==> src/rtl/vbus_pkg.sv <==
package vbus_pkg;
  localparam int NFLAG = 4;
  localparam int F_FAULT = 0;
  localparam int F_INS   = 1;
  localparam int F_REM   = 2;
  localparam int F_DISC  = 3;

  typedef struct packed {
    logic power;
    logic host;
    logic flt_irq;
    logic auto_off;
    logic flt_hi;
    logic en_hi;
    logic own;
  } ctrl_t;

  typedef enum logic [1:0] {
    A_CTRL = 2'd0,
    A_FLAG = 2'd1,
    A_MASK = 2'd2,
    A_FILT = 2'd3
  } addr_e;

  // pin level <-> logical state: equal when polarity is active high
  function automatic logic pol_map(input logic lvl, input logic act_hi);
    return lvl ~^ act_hi;
  endfunction

  function automatic logic irq_any(input logic [NFLAG-1:0] flags,
                                   input logic [NFLAG-1:0] mask,
                                   input logic flt_en);
    logic [NFLAG-1:0] g;
    g = flags & mask;
    g[F_FAULT] = g[F_FAULT] & flt_en;
    return |g;
  endfunction
endpackage

==> src/rtl/vbus_sync.sv <==
module vbus_sync #(
  parameter int W      = 2,
  parameter int STAGES = 2
) (
  input  logic         clk,
  input  logic         rst_n,
  input  logic [W-1:0] d,
  output logic [W-1:0] q
);
  logic [W-1:0] st [STAGES];

  generate
    for (genvar s = 0; s < STAGES; s++) begin : g_stage
      if (s == 0) begin : g_first
        always_ff @(posedge clk or negedge rst_n)
          if (!rst_n) st[0] <= '0;
          else        st[0] <= d;
      end else begin : g_next
        always_ff @(posedge clk or negedge rst_n)
          if (!rst_n) st[s] <= '0;
          else        st[s] <= st[s-1];
      end
    end
  endgenerate

  assign q = st[STAGES-1];
endmodule

==> src/rtl/vbus_fault_filt.sv <==
module vbus_fault_filt #(
  parameter int CW = 8
) (
  input  logic          clk,
  input  logic          rst_n,
  input  logic          act,
  input  logic [CW-1:0] limit,
  output logic          qual
);
  logic [CW-1:0] cnt;

  always_ff @(posedge clk or negedge rst_n)
    if (!rst_n)          cnt <= '0;
    else if (!act)       cnt <= '0;
    else if (cnt < limit) cnt <= cnt + 1'b1;

  assign qual = act && (cnt >= limit);

  // with a nonzero filter, a qualified fault was already active last cycle
  a_r4_filter_history: assert property (@(posedge clk) disable iff (!rst_n)
    (qual && limit != '0) |-> $past(act));
endmodule

==> src/rtl/vbus_irq_flags.sv <==
module vbus_irq_flags #(
  parameter int N = 4
) (
  input  logic         clk,
  input  logic         rst_n,
  input  logic [N-1:0] set,
  input  logic [N-1:0] clr,
  output logic [N-1:0] flags
);
  always_ff @(posedge clk or negedge rst_n)
    if (!rst_n) flags <= '0;
    else        flags <= (flags & ~clr) | set;

  generate
    for (genvar i = 0; i < N; i++) begin : g_chk
      a_r10_sticky: assert property (@(posedge clk) disable iff (!rst_n)
        (flags[i] && !clr[i]) |=> flags[i]);
      a_r10_set_wins: assert property (@(posedge clk) disable iff (!rst_n)
        set[i] |=> flags[i]);
    end
  endgenerate
endmodule

==> src/rtl/vbus_pwr_ctl.sv <==
module vbus_pwr_ctl
  import vbus_pkg::*;
#(
  parameter int FW       = 8,
  parameter int FILT_RST = 4,
  parameter int SYNC_STG = 2
) (
  input  logic       clk,
  input  logic       rst_n,
  input  logic       reg_we,
  input  logic [1:0] reg_addr,
  input  logic [7:0] reg_wdata,
  output logic [7:0] reg_rdata,
  input  logic       vbus_flt_pin,
  input  logic       vbus_sense_pin,
  output logic       vbus_en_o,
  output logic       vbus_en_oe,
  output logic       irq
);
  localparam logic [FW-1:0] FILT_INIT = FW'(FILT_RST);

  ctrl_t            ctrl;
  logic [NFLAG-1:0] mask;
  logic [FW-1:0]    filt;
  logic [NFLAG-1:0] flags;
  logic [1:0]       pins_s;
  logic             flt_act, flt_qual, flt_qual_q, fault_onset, trip;
  logic             sense_q, ins_evt, rem_evt, disc_evt;
  logic             en_active;
  logic             wr_ctrl, wr_flag, wr_mask, wr_filt;
  logic [NFLAG-1:0] flag_set, flag_clr;

  assign wr_ctrl = reg_we && (addr_e'(reg_addr) == A_CTRL);
  assign wr_flag = reg_we && (addr_e'(reg_addr) == A_FLAG);
  assign wr_mask = reg_we && (addr_e'(reg_addr) == A_MASK);
  assign wr_filt = reg_we && (addr_e'(reg_addr) == A_FILT);

  vbus_sync #(.W(2), .STAGES(SYNC_STG)) u_sync (
    .clk(clk), .rst_n(rst_n),
    .d({vbus_sense_pin, vbus_flt_pin}), .q(pins_s));

  assign flt_act = ctrl.own && pol_map(pins_s[0], ctrl.flt_hi);

  vbus_fault_filt #(.CW(FW)) u_filt (
    .clk(clk), .rst_n(rst_n), .act(flt_act), .limit(filt), .qual(flt_qual));

  assign fault_onset = flt_qual && !flt_qual_q;
  assign trip        = flt_qual && ctrl.auto_off;
  assign en_active   = ctrl.own && ctrl.host && ctrl.power;
  assign ins_evt     = pins_s[1] && !sense_q;
  assign rem_evt     = !pins_s[1] && sense_q;
  assign disc_evt    = rem_evt && en_active;

  // control register; power bit holds the actual power state
  always_ff @(posedge clk or negedge rst_n)
    if (!rst_n) begin
      ctrl <= '{power: 1'b0, host: 1'b0, flt_irq: 1'b0, auto_off: 1'b0,
                flt_hi: 1'b0, en_hi: 1'b1, own: 1'b0};
    end else begin
      if (wr_ctrl) begin
        ctrl.own      <= reg_wdata[0];
        ctrl.en_hi    <= reg_wdata[1];
        ctrl.flt_hi   <= reg_wdata[2];
        ctrl.auto_off <= reg_wdata[3];
        ctrl.flt_irq  <= reg_wdata[4];
        ctrl.host     <= reg_wdata[5];
      end
      if (trip)         ctrl.power <= 1'b0;
      else if (wr_ctrl) ctrl.power <= reg_wdata[6] && !flags[F_FAULT];
    end

  always_ff @(posedge clk or negedge rst_n)
    if (!rst_n) begin
      mask <= '0;
      filt <= FILT_INIT;
    end else begin
      if (wr_mask) mask <= reg_wdata[NFLAG-1:0];
      if (wr_filt) filt <= reg_wdata[FW-1:0];
    end

  always_ff @(posedge clk or negedge rst_n)
    if (!rst_n) begin
      flt_qual_q <= 1'b0;
      sense_q    <= 1'b0;
    end else begin
      flt_qual_q <= flt_qual;
      sense_q    <= pins_s[1];
    end

  // registered pin drive: no glitch on polarity change
  always_ff @(posedge clk or negedge rst_n)
    if (!rst_n) begin
      vbus_en_o  <= 1'b0;
      vbus_en_oe <= 1'b0;
    end else begin
      vbus_en_o  <= pol_map(en_active, ctrl.en_hi);
      vbus_en_oe <= ctrl.own;
    end

  always_comb begin
    flag_set          = '0;
    flag_set[F_FAULT] = fault_onset;
    flag_set[F_INS]   = ins_evt;
    flag_set[F_REM]   = rem_evt;
    flag_set[F_DISC]  = disc_evt;
  end
  assign flag_clr = wr_flag ? reg_wdata[NFLAG-1:0] : '0;

  vbus_irq_flags #(.N(NFLAG)) u_flags (
    .clk(clk), .rst_n(rst_n), .set(flag_set), .clr(flag_clr), .flags(flags));

  assign irq = irq_any(flags, mask, ctrl.flt_irq);

  always_comb
    case (addr_e'(reg_addr))
      A_CTRL:  reg_rdata = {1'b0, ctrl};
      A_FLAG:  reg_rdata = {{(8-NFLAG){1'b0}}, flags};
      A_MASK:  reg_rdata = {{(8-NFLAG){1'b0}}, mask};
      default: reg_rdata = 8'(filt);
    endcase

  a_r2_release_pin: assert property (@(posedge clk) disable iff (!rst_n)
    !ctrl.own |=> !vbus_en_oe);
  a_r5_auto_off: assert property (@(posedge clk) disable iff (!rst_n)
    (flt_qual && ctrl.auto_off) |=> !ctrl.power);
  a_r6_lockout: assert property (@(posedge clk) disable iff (!rst_n)
    (flags[F_FAULT] && !ctrl.power) |=> !ctrl.power);
  a_r8_device_off: assert property (@(posedge clk) disable iff (!rst_n)
    !ctrl.host |=> (vbus_en_o == !$past(ctrl.en_hi)));
  a_r2_no_fault_unowned: assert property (@(posedge clk) disable iff (!rst_n)
    !ctrl.own |-> !flt_qual);
endmodule

==> config.mk <==
export PLATFORM = sky130hd
export DESIGN_NAME = vbus_pwr_ctl
export DESIGN_NICKNAME = d
export VERILOG_FILES = /design/src/rtl/vbus_pkg.sv /design/src/rtl/vbus_sync.sv /design/src/rtl/vbus_fault_filt.sv /design/src/rtl/vbus_irq_flags.sv /design/src/rtl/vbus_pwr_ctl.sv
export SDC_FILE = /design/constraint.sdc
export NUM_CORES = 1
export LEC_CHECK = 0
export BUFFER_PORTS_ARGS = -buffer_cell sky130_fd_sc_hd__buf_2
export CORE_MARGIN = 1.5
export CORE_UTILIZATION = 51
export CTS_BUF_LIST = sky130_fd_sc_hd__clkbuf_8
export DETAILED_ROUTE_END_ITERATION = 8
export MAX_ROUTING_LAYER = met4
export PLACE_DENSITY = 0.75
export SYNTH_ARGS = -nofsm -noshare
export SYNTH_HDL_FRONTEND = slang
export SYNTH_SLANG_ARGS = --single-unit
==> constraint.sdc <==
create_clock -name clk -period 1.8 [get_ports clk]
set_input_delay 0.27 -clock clk [delete_from_list [all_inputs] [get_ports clk]]
set_output_delay 0.27 -clock clk [all_outputs]
set_load 0.01 [all_outputs]
### Yosys cells after proc, flatten, opt, wreduce, memory -nomap -nowiden

Cells that the tools add are included.

| storage, ports and cells | value |
|---|---|
| register bits after elaboration | 39 |
| latch bits | 0 |
| bits in writable memories | 0 |
| memory bits (read-only) | 0 |
| input bits | 15 |
| memories | 0 |

| operators by class | value |
|---|---|
| add/subtract/negate cells | 1 |
| $mul | 0 |
| div/mod/pow operators | 0 |
| order comparisons | 2 |
| equal/unequal tests | 4 |
| shifts and indexed selects | 0 |
| multiplexer cells | 6 |
| bitwise operators | 7 |
| reduce and logical (&&, ||, !) cells | 21 |

Operators with widths:

| cell | count |
|---|---|
| $pmux 8 s3 | 1 |
| $mux 8 | 2 |
| $logic_and 1x1->1 | 14 |
| $add 8x1->8 const B | 1 |
| $and 4x4->4 | 2 |
| $ge 8x8->1 | 1 |
| $lt 8x8->1 | 1 |
| $eq 2x2->1 const B | 2 |
| $logic_not 1->1 | 4 |
| $mux 4 | 1 |
| $not 4->4 | 1 |
| $or 4x4->4 | 1 |
| $reduce_or 4->1 | 1 |
| $eq 2x1->1 const B | 1 |
| $logic_not 2->1 | 1 |
| $mux 1 | 2 |
| $ne 2x2->1 const B | 1 |
| $reduce_bool 2->1 | 1 |
| $xnor 1x1->1 | 2 |
| $and 1x1->1 | 1 |

### Depth between registers and ports, before layout

Gate-level depths: netlist of run 1.

| depth | value |
|---|---|
| depth in word-level cells | 6 |
| mapped depth | 8 |
| gate-level depth less buffers | 7 |

### By module

Synthesis of run 1 repeated with hierarchy kept, for this count alone.

| second synthesis, totals | value |
|---|---|
| cell total of the unflattened synthesis | 171 |
| area, all modules | 2021.9 µm² |

By module, submodules not included:

| module | instances | cells each | area each (µm²) | sequential area each (µm²) |
|---|---|---|---|---|
| vbus_pwr_ctl | 1 | 77 | 1103.6 | 578.1 |
| vbus_fault_filt | 1 | 76 | 658.1 | 200.2 |
| vbus_irq_flags | 1 | 12 | 145.1 | 100.1 |
| vbus_sync | 1 | 6 | 115.1 | 100.1 |

### Worst setup path after synthesis of run 1

Ideal clock, no wire load.

| timing | value |
|---|---|
| kind | register to register |
| from | reg filt[7] |
| to | reg u_filt.cnt[5] |
| setup time | 76 ps |
| arrival time | 1780 ps |
| slack | -56 ps |
| stages on the path, launching flop included | 8 |
| cell sequence | dfrtp_1 -> inv_1 -> ha_1 -> a21oi_2 -> o21ai_2 -> or3_1 -> or4_1 -> o21ai_1 |

| on the way | value |
|---|---|
| word-level cells in the longest chain between the ends | 2 |

Ends and longest elaborated chain:

| item | line | source |
|---|---|---|
| start, declared | vbus_pwr_ctl.sv:24 | `logic [FW-1:0] filt;` |
| start signal, assigned | vbus_pwr_ctl.sv:78 | `if (wr_filt) filt <= reg_wdata[FW-1:0];` |
| $lt 8x8->1 | vbus_fault_filt.sv:15 | `else if (cnt < limit) cnt <= cnt + 1'b1;` |
| $ne 2x2->1 (no source line) | n/a |  |
| end signal, assigned | vbus_fault_filt.sv:15 |  |
| end, declared | vbus_fault_filt.sv:10 | `logic [CW-1:0] cnt;` |

No other way between the ends.
A chain may end at the register's enable or synchronous reset.

### Worst setup path in the final report of run 1

| timing | value |
|---|---|
| from | reg filt[5] |
| to | reg u_filt.cnt[5] |

The elaborated chain is that of the path after synthesis.

==> results.json, run 1 <==
{
  "outcome": "complete, but fails checks",
  "violations": "negative setup slack",
  "crit_type": "reg2reg",
  "tightest_slew_ns": 0.493,
  "grt_util_all_layers_pct": 25.0,
  "h-tree-depth": 2,
  "ys_seq_elements": 39,
  "finalSetupTns_ns": -0.496,
  "syn-num-nets": 207,
  "cp_top_family": "simple AND/OR/NAND/NOR gates",
  "place_inst": 272,
  "power_mw": 2.42,
  "grt_overflow": 0,
  "yosysUniqueCellTypes": 37,
  "required_ns": 2.01,
  "final_nets": 263,
  "stdcell_area_um2": 2610,
  "syn_to_final_growth_pct": 35.5,
  "cts_buffer_depth": 2,
  "maxSlewViolCount": 0,
  "power.density_nw_per_um2": 928,
  "yosys_warnings": 0,
  "rsz0062_at_grt": "yes",
  "avgRoutedWirePerCell_um": 17.3,
  "dpl_worst_slack_ns": -0.141,
  "setup_viol": 10,
  "grt_pass1_wl_um": 7550,
  "ys_seq_area_share_pct": 50.8,
  "clkSinkCount": 39,
  "vias": 1688,
  "die-area_um2": 4150,
  "p_leak_nw": 1.21,
  "finalNonFillerCells": 288,
  "fin_skew_ns": 0.00451,
  "synth.avg_cell_area_um2": 10.5,
  "final_layout_size_suffix_gt1_share_pct": 40.4,
  "async_flop_share_pct": 100,
  "synth_edf_count": 0,
  "synthesis.area_um2": 1930,
  "max_freq_mhz": 518,
  "start_util_pct": 53.0,
  "critPathArrivalTime_ns": 2.14,
  "fillers": 252,
  "first_pass_iters": 4,
  "postCtsHoldBufs": 0,
  "cts_tree": "built",
  "endpoint_kind": "flop",
  "drc": 0,
  "antenna_found_initial": 0,
  "cts-buffers-inserted": 5,
  "finalCritPeriodShare_pct": 107,
  "worst_slack_ns": -0.131,
  "period_needed_ns": 1.93,
  "root_buffer": "clkbuf_8",
  "synthTopCellsByArea": "dfrtp_1 (48%), nand2_1 (6.0%), ha_1 (5.8%), o21ai_0 (4.7%), mux4_2 (4.7%)",
  "hp-class": "in2async",
  "clkTransAtPathRegs_ns": 0.08,
  "coreArea_um2": 3630,
  "maxSlewHeadroom_pct": 67.1,
  "yosysMostFrequentCell": "dfrtp_1",
  "cp_num_buf_inv": 1,
  "clk_latency_ns": 0.29,
  "cp_max_fo": 3,
  "die_h_um": 64.4,
  "cp_slowest_cell": "dfrtp_1",
  "crit_chain": "inv_2, ha_4, a21oi_4, o21ai_2, or3_1, or4_1, o21ai_1",
  "io_buffers": 25,
  "maxCapViolations": 0,
  "placed_area_um2": 2270,
  "viasPerCell": 5.86,
  "fin_hold_ws_ns": 0.0248,
  "gp_congestion": 0.906,
  "finish.utilization_pct": 71.8,
  "cp-start-kind": "flop",
  "die_x_um": 64.4,
  "ir_worst_vdd_v": 0.000566,
  "synthTopCellsByCount": "dfrtp_1 (37), nand2_1 (31), o21ai_0 (18)",
  "synth_top_area_cell": "dfrtp_1",
  "io_pins": 26,
  "dr.first_iter.drc_count": 86,
  "grt_start_max_net_pins": 40,
  "grt_pass1_vias": 1616,
  "syn_inst": 183,
  "final-hold-violation-count": 0,
  "synth-main-ff-cell": "dfrtp_1",
  "dp_hpwl_um": 3360,
  "synth_largest_type_area_fraction_pct": 48.1,
  "antenna_left": 0,
  "wirelength_um": 4980,
  "critPathMaxStageDelay_ns": 0.41,
  "row_count": 22,
  "diodes": 0
}
==> cells by family (layout without fill, tap and decap cells) <==
group	count (synthesis)	after routing	synth area share, %
AND/OR/NAND/NOR	62	62	16.0
AO/OA/AOI/OAI	43	43	14.4
flip-flops	39	39	50.8
buffers and inverters	18	75	3.77
multiplexers	10	10	8.19
adder cells (fa/ha/maj)	9	9	5.85
XOR/XNOR	2	2	0.910
==> power breakdown <==
group	switching, mW	total [mW]	internal, mW
sequential	0.0866	1.08	0.989
clock	0.321	0.777	0.456
combinational	0.287	0.569	0.282
total	0.694	2.42	1.73
==> sequential cells by signal (all words and copies together) (netlist names) <==
register and flops:
u_sync.st 2, filt 8, mask 4, vbus_en_oe 1
u_filt.cnt 8, sense_q 1, u_flags.flags 4, vbus_en_o 1
u_sync.q 2, flt_qual_q 1, ctrl 7
==> metal layers <==
metal / GRT usage (%) / wire length [um]
met4: 9.31 / 97
met3: 4.86 / 249
met5: - / 0
met1: 28.1 / 1890
met2: 44.3 / 2740
==> path summary, 6_finish.rpt <==
path | start | endpoint | slack [ns] | cells past startpoint
max | filt[5] | u_filt.cnt[5] | -0.13 | 7
min | rst_n | u_filt.cnt[1] | 0.02 | 2
max reg2reg | filt[5] | u_filt.cnt[5] | -0.13 | 7
min reg2reg | u_sync.st[2] | u_sync.q[0] | 0.36 | 0
max in group asynchronous | rst_n | ctrl[1] | 1.42 | 2
min in group clk | vbus_flt_pin | u_sync.st[2] | 0.08 | 1
==> cells in the final DEF, fill, tap and decap left out, types with 2 or more instances in the layout <==
cell type  netlist  final
nand2_1         31     31
a22o_1           4      4
nand3_1          5      5
buf_4            0     25
ha_1             9      4
or4_1            3      2
dfstp_2          2      2
mux2_2           6      6
o21ai_0         18     15
ha_4             0      5
inv_1           13     11
a21oi_4          0      3
or3_1            2      2
buf_2            4     24
and2_1           3      3
nor2_1           4      4
mux4_2           4      4
and3_1           3      3
dfrtp_1         37     36
a21oi_1          9      4
a21oi_2          2      4
clkbuf_8         0      6
inv_2            0      2
nand3b_1         3      3
buf_6            0      4
o21ai_2          1      2
nand4_1          4      4
o21ai_1          1      3
==> layout make-up <==
class	instances	area (um^2)	area share, %
Multi-Input combinational cell	126	1030	39.3
Timing Repair Buffer	54	373	14.3
Sequential cell	39	980	37.6
Clock inverter	2	38.8	1.49
Tap cell	48	60.1	2.30
Inverter	13	48.8	1.87
Clock buffer	6	82.6	3.17
==> what timing repair did <==
item	CTS	global route
setup buffers	4	4
setup endpoints to repair	11	11
resized for setup	15	15
pin swaps	9	9
No activity file was read; power rests on OpenSTA's default activity.
==> inputs of run 2 (changes only) <==
CELL_PAD_IN_SITES_DETAIL_PLACEMENT = 1   (was unset)
CELL_PAD_IN_SITES_GLOBAL_PLACEMENT = 2   (was unset)
CORE_UTILIZATION = 34   (was 51)
PLACE_DENSITY = unset   (was 0.75)
PLACE_DENSITY_LB_ADDON = 0.1   (was unset)
SETUP_SLACK_MARGIN = 0.02   (was unset)
SLEW_MARGIN = 20   (was unset)
==> run 2 against run 1 <==
Effect of this change: global-route usage fell by 4.4 points; the flow still finishes with violations (negative setup slack); register-to-register slack improved by 0.05 ns; via count fell by 4.3%; cell area fell by 1.9%; final cell count rose by 8.0%; critical endpoint is now u_filt.cnt[2]; core utilization fell by 25 points.
==> results.json, run 2 (synthesized netlist as in run 1, its figures left out) <==
{
  "outcome": "complete, but fails checks",
  "violations": "negative setup slack",
  "final_layout_size_suffix_gt1_share_pct": 38.9,
  "hp-class": "in2reg",
  "io_pins": 26,
  "vias": 1616,
  "largestRegisters": "filt: 8 flops, u_filt.cnt: 8 flops, ctrl: 7 flops",
  "crit_type": "reg2reg",
  "antenna_left": 0,
  "row_count": 27,
  "grt_pass1_vias": 1771,
  "wirelength_um": 5560,
  "clkTransAtPathRegs_ns": 0.08,
  "syn_to_final_growth_pct": 32.9,
  "maxSlewHeadroom_pct": 63.9,
  "finalCritPeriodShare_pct": 105,
  "reg2reg_depth": 7,
  "cts_tree": "built",
  "hold_depth": 1,
  "grt_pass1_wl_um": 9200,
  "h-tree-depth": 2,
  "coreArea_um2": 5470,
  "fin_hold_ws_ns": 0.0786,
  "final_cell_mix": "dfrtp_1 (37), nand2_1 (30), buf_4 (26)",
  "critPathArrivalTime_ns": 2.11,
  "drc": 0,
  "first_pass_iters": 4,
  "avgRoutedWirePerCell_um": 17.9,
  "antenna_found_initial": 0,
  "switchingPower_uw": 699,
  "dp_hpwl_um": 4060,
  "p_sw_share_pct": 31.4,
  "critPathMaxStageDelay_ns": 0.42,
  "power.internal_mw": 1.53,
  "seq_power_share_pct": 48.5,
  "cp-start-kind": "flop",
  "setup_viol": 3,
  "worst_slack_ns": -0.0823,
  "cp_slowest_cell": "dfrtp_1",
  "cp_max_fo": 5,
  "cp_top_family": "simple AND/OR/NAND/NOR gates",
  "tightest_slew_ns": 0.542,
  "grt_util_all_layers_pct": 20.6,
  "maxSlewViolCount": 0,
  "dr.first_iter.drc_count": 53,
  "placed_area_um2": 2310,
  "power.density_nw_per_um2": 870,
  "p_leak_nw": 1.16,
  "fillers": 627,
  "max_freq_mhz": 531,
  "clockPowerShare_pct": 26.2,
  "cts-buffers-inserted": 5,
  "maxCapViolations": 0,
  "gp_congestion": 0.840,
  "period_needed_ns": 1.88,
  "final-hold-violation-count": 0,
  "worst-path-stages": 7,
  "cts_buffer_depth": 2,
  "final_nets": 262,
  "pwr-share-comb_pct": 25.2,
  "grt_start_max_net_pins": 23,
  "root_buffer": "clkbuf_8",
  "cp_num_buf_inv": 1,
  "die_h_um": 78.3,
  "stdcell_area_um2": 2560,
  "r2r_slack_ns": -0.08,
  "die_x_um": 78.3,
  "rsz0062_at_grt": "yes",
  "required_ns": 2.03,
  "clk_latency_ns": 0.29,
  "clkSinkCount": 39,
  "die-area_um2": 6120,
  "grt_overflow": 0,
  "start_util_pct": 35.2,
  "diodes": 0,
  "io_buffers": 25,
  "viasPerCell": 5.20,
  "fin_skew_ns": 0.00512,
  "ir_worst_vdd_v": 0.000457,
  "power_mw": 2.22,
  "mostFrequentLayoutCell": "dfrtp_1",
  "crit_chain": "ha_4, nor2b_4, o211ai_4, a21oi_4, buf_4, or4_1, nand2_1",
  "endpoint_kind": "flop"
}
[run 2: worst paths after layout]
path	startpoint	to
setup / recovery	u_filt.cnt[1]	u_filt.cnt[2]
hold / removal	vbus_sense_pin	u_sync.st[3]
setup reg to reg	u_filt.cnt[1]	u_filt.cnt[2]
hold reg to reg	u_sync.st[3]	u_sync.q[1]
max in group asynchronous	rst_n	filt[3]
min in group asynchronous	rst_n	mask[2]
[run 2: per-layer routing]
layer / part of all wire (%) / wire length (um) / up-vias / global-route usage (%)
li1: - / - / 768 / -
met1: 46 / 2540 / 803 / 24.9
met2: 50 / 2800 / 38 / 35.0
met3: 2.8 / 156 / 7 / 4.77
met4: 0.99 / 55 / 0 / 5.00
met5: 0 / 0 / - / -
[run 2: layout make-up]
type                       count  area (um^2)  area share (%)
clock buffer                   5         68.8            2.69
clock inverter                 3         16.3           0.636
inverter                      13         48.8            1.91
multi-input combinational    127         1030            40.1
sequential                    39          978            38.2
tap                           72         90.1            3.52
timing repair buffer          52          330            12.9
[run 2: per-stage QoR]
step                      worst slack (ns)  setup TNS (ns)  cells  util, %
after CTS                          -0.0290         -0.0679    311     46.5
final                              -0.0823          -0.199    311     46.8
after global placement             -0.0941          -0.230    297     42.1
after detailed placement            -0.119          -0.719    297     42.1
after floorplan                   -0.00741        -0.00741    183        -
after global routing                -0.131          -0.740    311     46.8
[run 2: timing repair]
| item | in CTS | in global routing |
|---|---|---|
| endpoints found under the setup margin | 10 | 10 |
| setup buffers | 4 | 0 |
| resized for setup | 19 | 4 |
| hold buffers | 1 | 0 |
| endpoints found under the hold margin | 18 | 0 |
| pin swaps | 8 | 4 |
| gates cloned | 1 | 0 |
[run 2: power by group through the flow]
stage	logic (mW)	registers (mW)	clock network, mW
global route	0.614	1.10	0.658
global placement	0.468	1.09	0
detailed placement	0.489	1.09	0
finish	0.562	1.08	0.584
CTS	0.560	1.08	0.611
floorplan	0.282	1.07	0
==> inputs of run 3 (changes only) <==
ABC_AREA = 1   (was unset)
CAP_MARGIN = 10   (was unset)
CORE_UTILIZATION = 32   (was 34)
REMOVE_ABC_BUFFERS = 1   (was unset)
==> run 3 against run 2 <==
Effect of this change: the flow now finishes without violations; clock power grew 28%; power grew 0.52%; cell area shrank 5.5%; via count grew 0.74%; final cell count grew 12%; non-clock buffer count shrank 19; core utilization shrank 6.6 points; sequential power is essentially flat; register-to-register slack gained 0.26 ns; critical path depth grew 4; first-iteration DRC count shrank 26%; highest routed layer unchanged.
==> results.json, run 3 <==
{
  "outcome": "completed",
  "cts-buffers-inserted": 5,
  "clkTransAtPathRegs_ns": 0.08,
  "synthTopCellsByArea": "dfrtp_1 (45%), nand2_1 (11%), ha_1 (5.5%), inv_1 (5.5%), nand3_1 (4.9%)",
  "critPathArrivalTime_ns": 1.81,
  "maxSlewViolCount": 0,
  "maxCapViolations": 0,
  "coreArea_um2": 6030,
  "synth.avg_cell_area_um2": 8.59,
  "required_ns": 1.99,
  "grt_overflow": 0,
  "dr.first_iter.drc_count": 39,
  "r2r_end": "ctrl[6]",
  "final_cell_mix": "nand2_1 (58), dfrtp_1 (37), inv_1 (30)",
  "final_layout_size_suffix_gt1_share_pct": 23.7,
  "synthTopCellsByCount": "nand2_1 (59), dfrtp_1 (37), inv_1 (30)",
  "r2r_slack_ns": 0.18,
  "rsz0062_at_grt": "no",
  "final_nets": 297,
  "avgRoutedWirePerCell_um": 14.7,
  "die_x_um": 82.8,
  "start_util_pct": 33.8,
  "cp_max_fo": 3,
  "io_pins": 26,
  "die-area_um2": 6850,
  "finalCritPeriodShare_pct": 89.9,
  "seqCellArea_um2": 978,
  "tightest_slew_ns": 0.494,
  "first_pass_iters": 4,
  "cts_buffer_depth": 2,
  "period_needed_ns": 1.62,
  "drc": 0,
  "synth-main-ff-cell": "dfrtp_1",
  "crit_type": "reg2reg",
  "io_buffers": 25,
  "p_leak_nw": 1.26,
  "row_count": 28,
  "diodes": 0,
  "synth_top_area_cell": "dfrtp_1",
  "async_flop_share_pct": 100,
  "fillers": 740,
  "gp_congestion": 0.737,
  "h-tree-depth": 2,
  "largestRegisters": "filt: 8 flops, u_filt.cnt: 8 flops, ctrl: 7 flops",
  "finalSetupTns_ns": 0,
  "clk_latency_ns": 0.29,
  "grt_util_all_layers_pct": 17.8,
  "final-hold-violation-count": 0,
  "multi_input_comb_area_um2": 920,
  "ir_worst_vdd_v": 0.000349,
  "holdPathEnd": "u_sync.st[3]",
  "post_cts_buffers": 0,
  "synth_edf_count": 0,
  "wirelength_um": 5130,
  "grt_start_max_net_pins": 21,
  "cp-start-kind": "flop",
  "die_h_um": 82.8,
  "grt_pass1_vias": 1711,
  "setup_viol": 0,
  "grt_pass1_wl_um": 8710,
  "vias": 1628,
  "reg2reg_depth": 11,
  "viasPerCell": 4.66,
  "cts_tree": "built",
  "power.density_nw_per_um2": 925,
  "root_buffer": "clkbuf_8",
  "syn_to_final_growth_pct": 18.7,
  "ys_seq_elements": 39,
  "clkSinkCount": 39,
  "synth_largest_type_area_fraction_pct": 45.5,
  "dpl_worst_slack_ns": 0.143,
  "regToRegStartpoint": "filt[2]",
  "synthesis.area_um2": 2040,
  "max_freq_mhz": 618,
  "yosys_warnings": 0,
  "endpoint_kind": "flop",
  "min_from": "vbus_sense_pin",
  "yosysUniqueCellTypes": 31,
  "ys_seq_area_share_pct": 48.1,
  "hp-class": "in2reg",
  "antenna_left": 0,
  "fin_skew_ns": 0.00795,
  "maxSlewHeadroom_pct": 67.1,
  "syn_inst": 237,
  "hold_depth": 1,
  "worst_slack_ns": 0.182,
  "mostFrequentLayoutCell": "nand2_1",
  "antenna_found_initial": 0,
  "yosysMostFrequentCell": "nand2_1",
  "dp_hpwl_um": 3980
}
## run 3: critical path: stages (launching register included)
cell	delay [ns]
dfstp_2	0.54
inv_1	0.06
ha_1	0.28
nand2_1	0.05
inv_1	0.06
nand2_1	0.05
nand2_1	0.06
nand2_2	0.07
nand3_1	0.13
nand3_1	0.10
nand2_1	0.09
inv_1	0.04
## run 3: worst max-delay path by stage
| stage | from | endpoint | slack, ns | depth (start not counted) |
|---|---|---|---|---|
| after floorplan | ctrl[2] | u_filt.cnt[3] | 0.17 | 6 |
| final | filt[2] | ctrl[6] | 0.18 | 11 |
| after detailed placement | filt[2] | u_filt.cnt[3] | 0.14 | 11 |
| after global routing | filt[2] | u_filt.cnt[0] | 0.02 | 11 |
| after CTS | filt[2] | u_filt.cnt[3] | 0.12 | 11 |
| after global placement | filt[2] | u_filt.cnt[1] | 0.21 | 11 |
## run 3: cell families (layout without fill, tap and decap cells)
logic type | Yosys count | after routing | share of synthesized area (%)
DFF | 39 | 39 | 48.1
xor gates and xnor gates | 5 | 5 | 2.15
and+or+nand+nor | 110 | 110 | 25.2
buffers and inverters | 36 | 73 | 7.38
adders and majority gates | 9 | 9 | 5.53
AOI/OAI and AO/OA | 38 | 38 | 11.7
## run 3: final cells by class
class	count	share of cell area, %
well taps	75	3.88
clock buffers	5	2.85
clock inverters	3	1.81
multi-input cells	162	38.0
repair buffers	33	7.92
inverters	32	5.02
flip-flops and latches	39	40.5
## run 3: power by group
part / internal (mW) / leakage, nW / total (mW) / switching [mW]
combinational: 0.164 / 0.723 / 0.424 / 0.261
clock: 0.413 / 0.0581 / 0.746 / 0.332
sequential: 0.986 / 0.482 / 1.07 / 0.0801
## run 3: what timing repair did
| item | 4_1_cts | 5_1_grt |
|---|---|---|
| resized for setup | 0 | 4 |
| endpoints found under the setup margin | 0 | 8 |
| hold buffers | 1 | 0 |
| hold endpoints to repair | 17 | 0 |
## run 3: through the flow
| stage | total power, mW | cells | hold slack (ns) | utilization [%] | area (um^2) |
|---|---|---|---|---|---|
| 2_1_floorplan | 1.32 | 233 | -0.0256 | - | 2010 |
| 3_3_place_gp | 1.50 | 340 | 0.265 | 37.8 | 2280 |
| 3_5_place_dp | 1.51 | 340 | 0.268 | 37.8 | 2280 |
| 4_1_cts | 2.28 | 349 | 0.0661 | 39.8 | 2400 |
| 5_1_grt | 2.39 | 349 | 0.0637 | 40.1 | 2420 |
| 6_report | 2.24 | 349 | 0.0783 | 40.1 | 2420 |
## run 3: routing by layer
metal	share of wire (%)	global-route usage (%)
met1	52	24.8
met4	0.64	4.50
met2	44	26.6
met5	0	-
met3	3.0	3.41
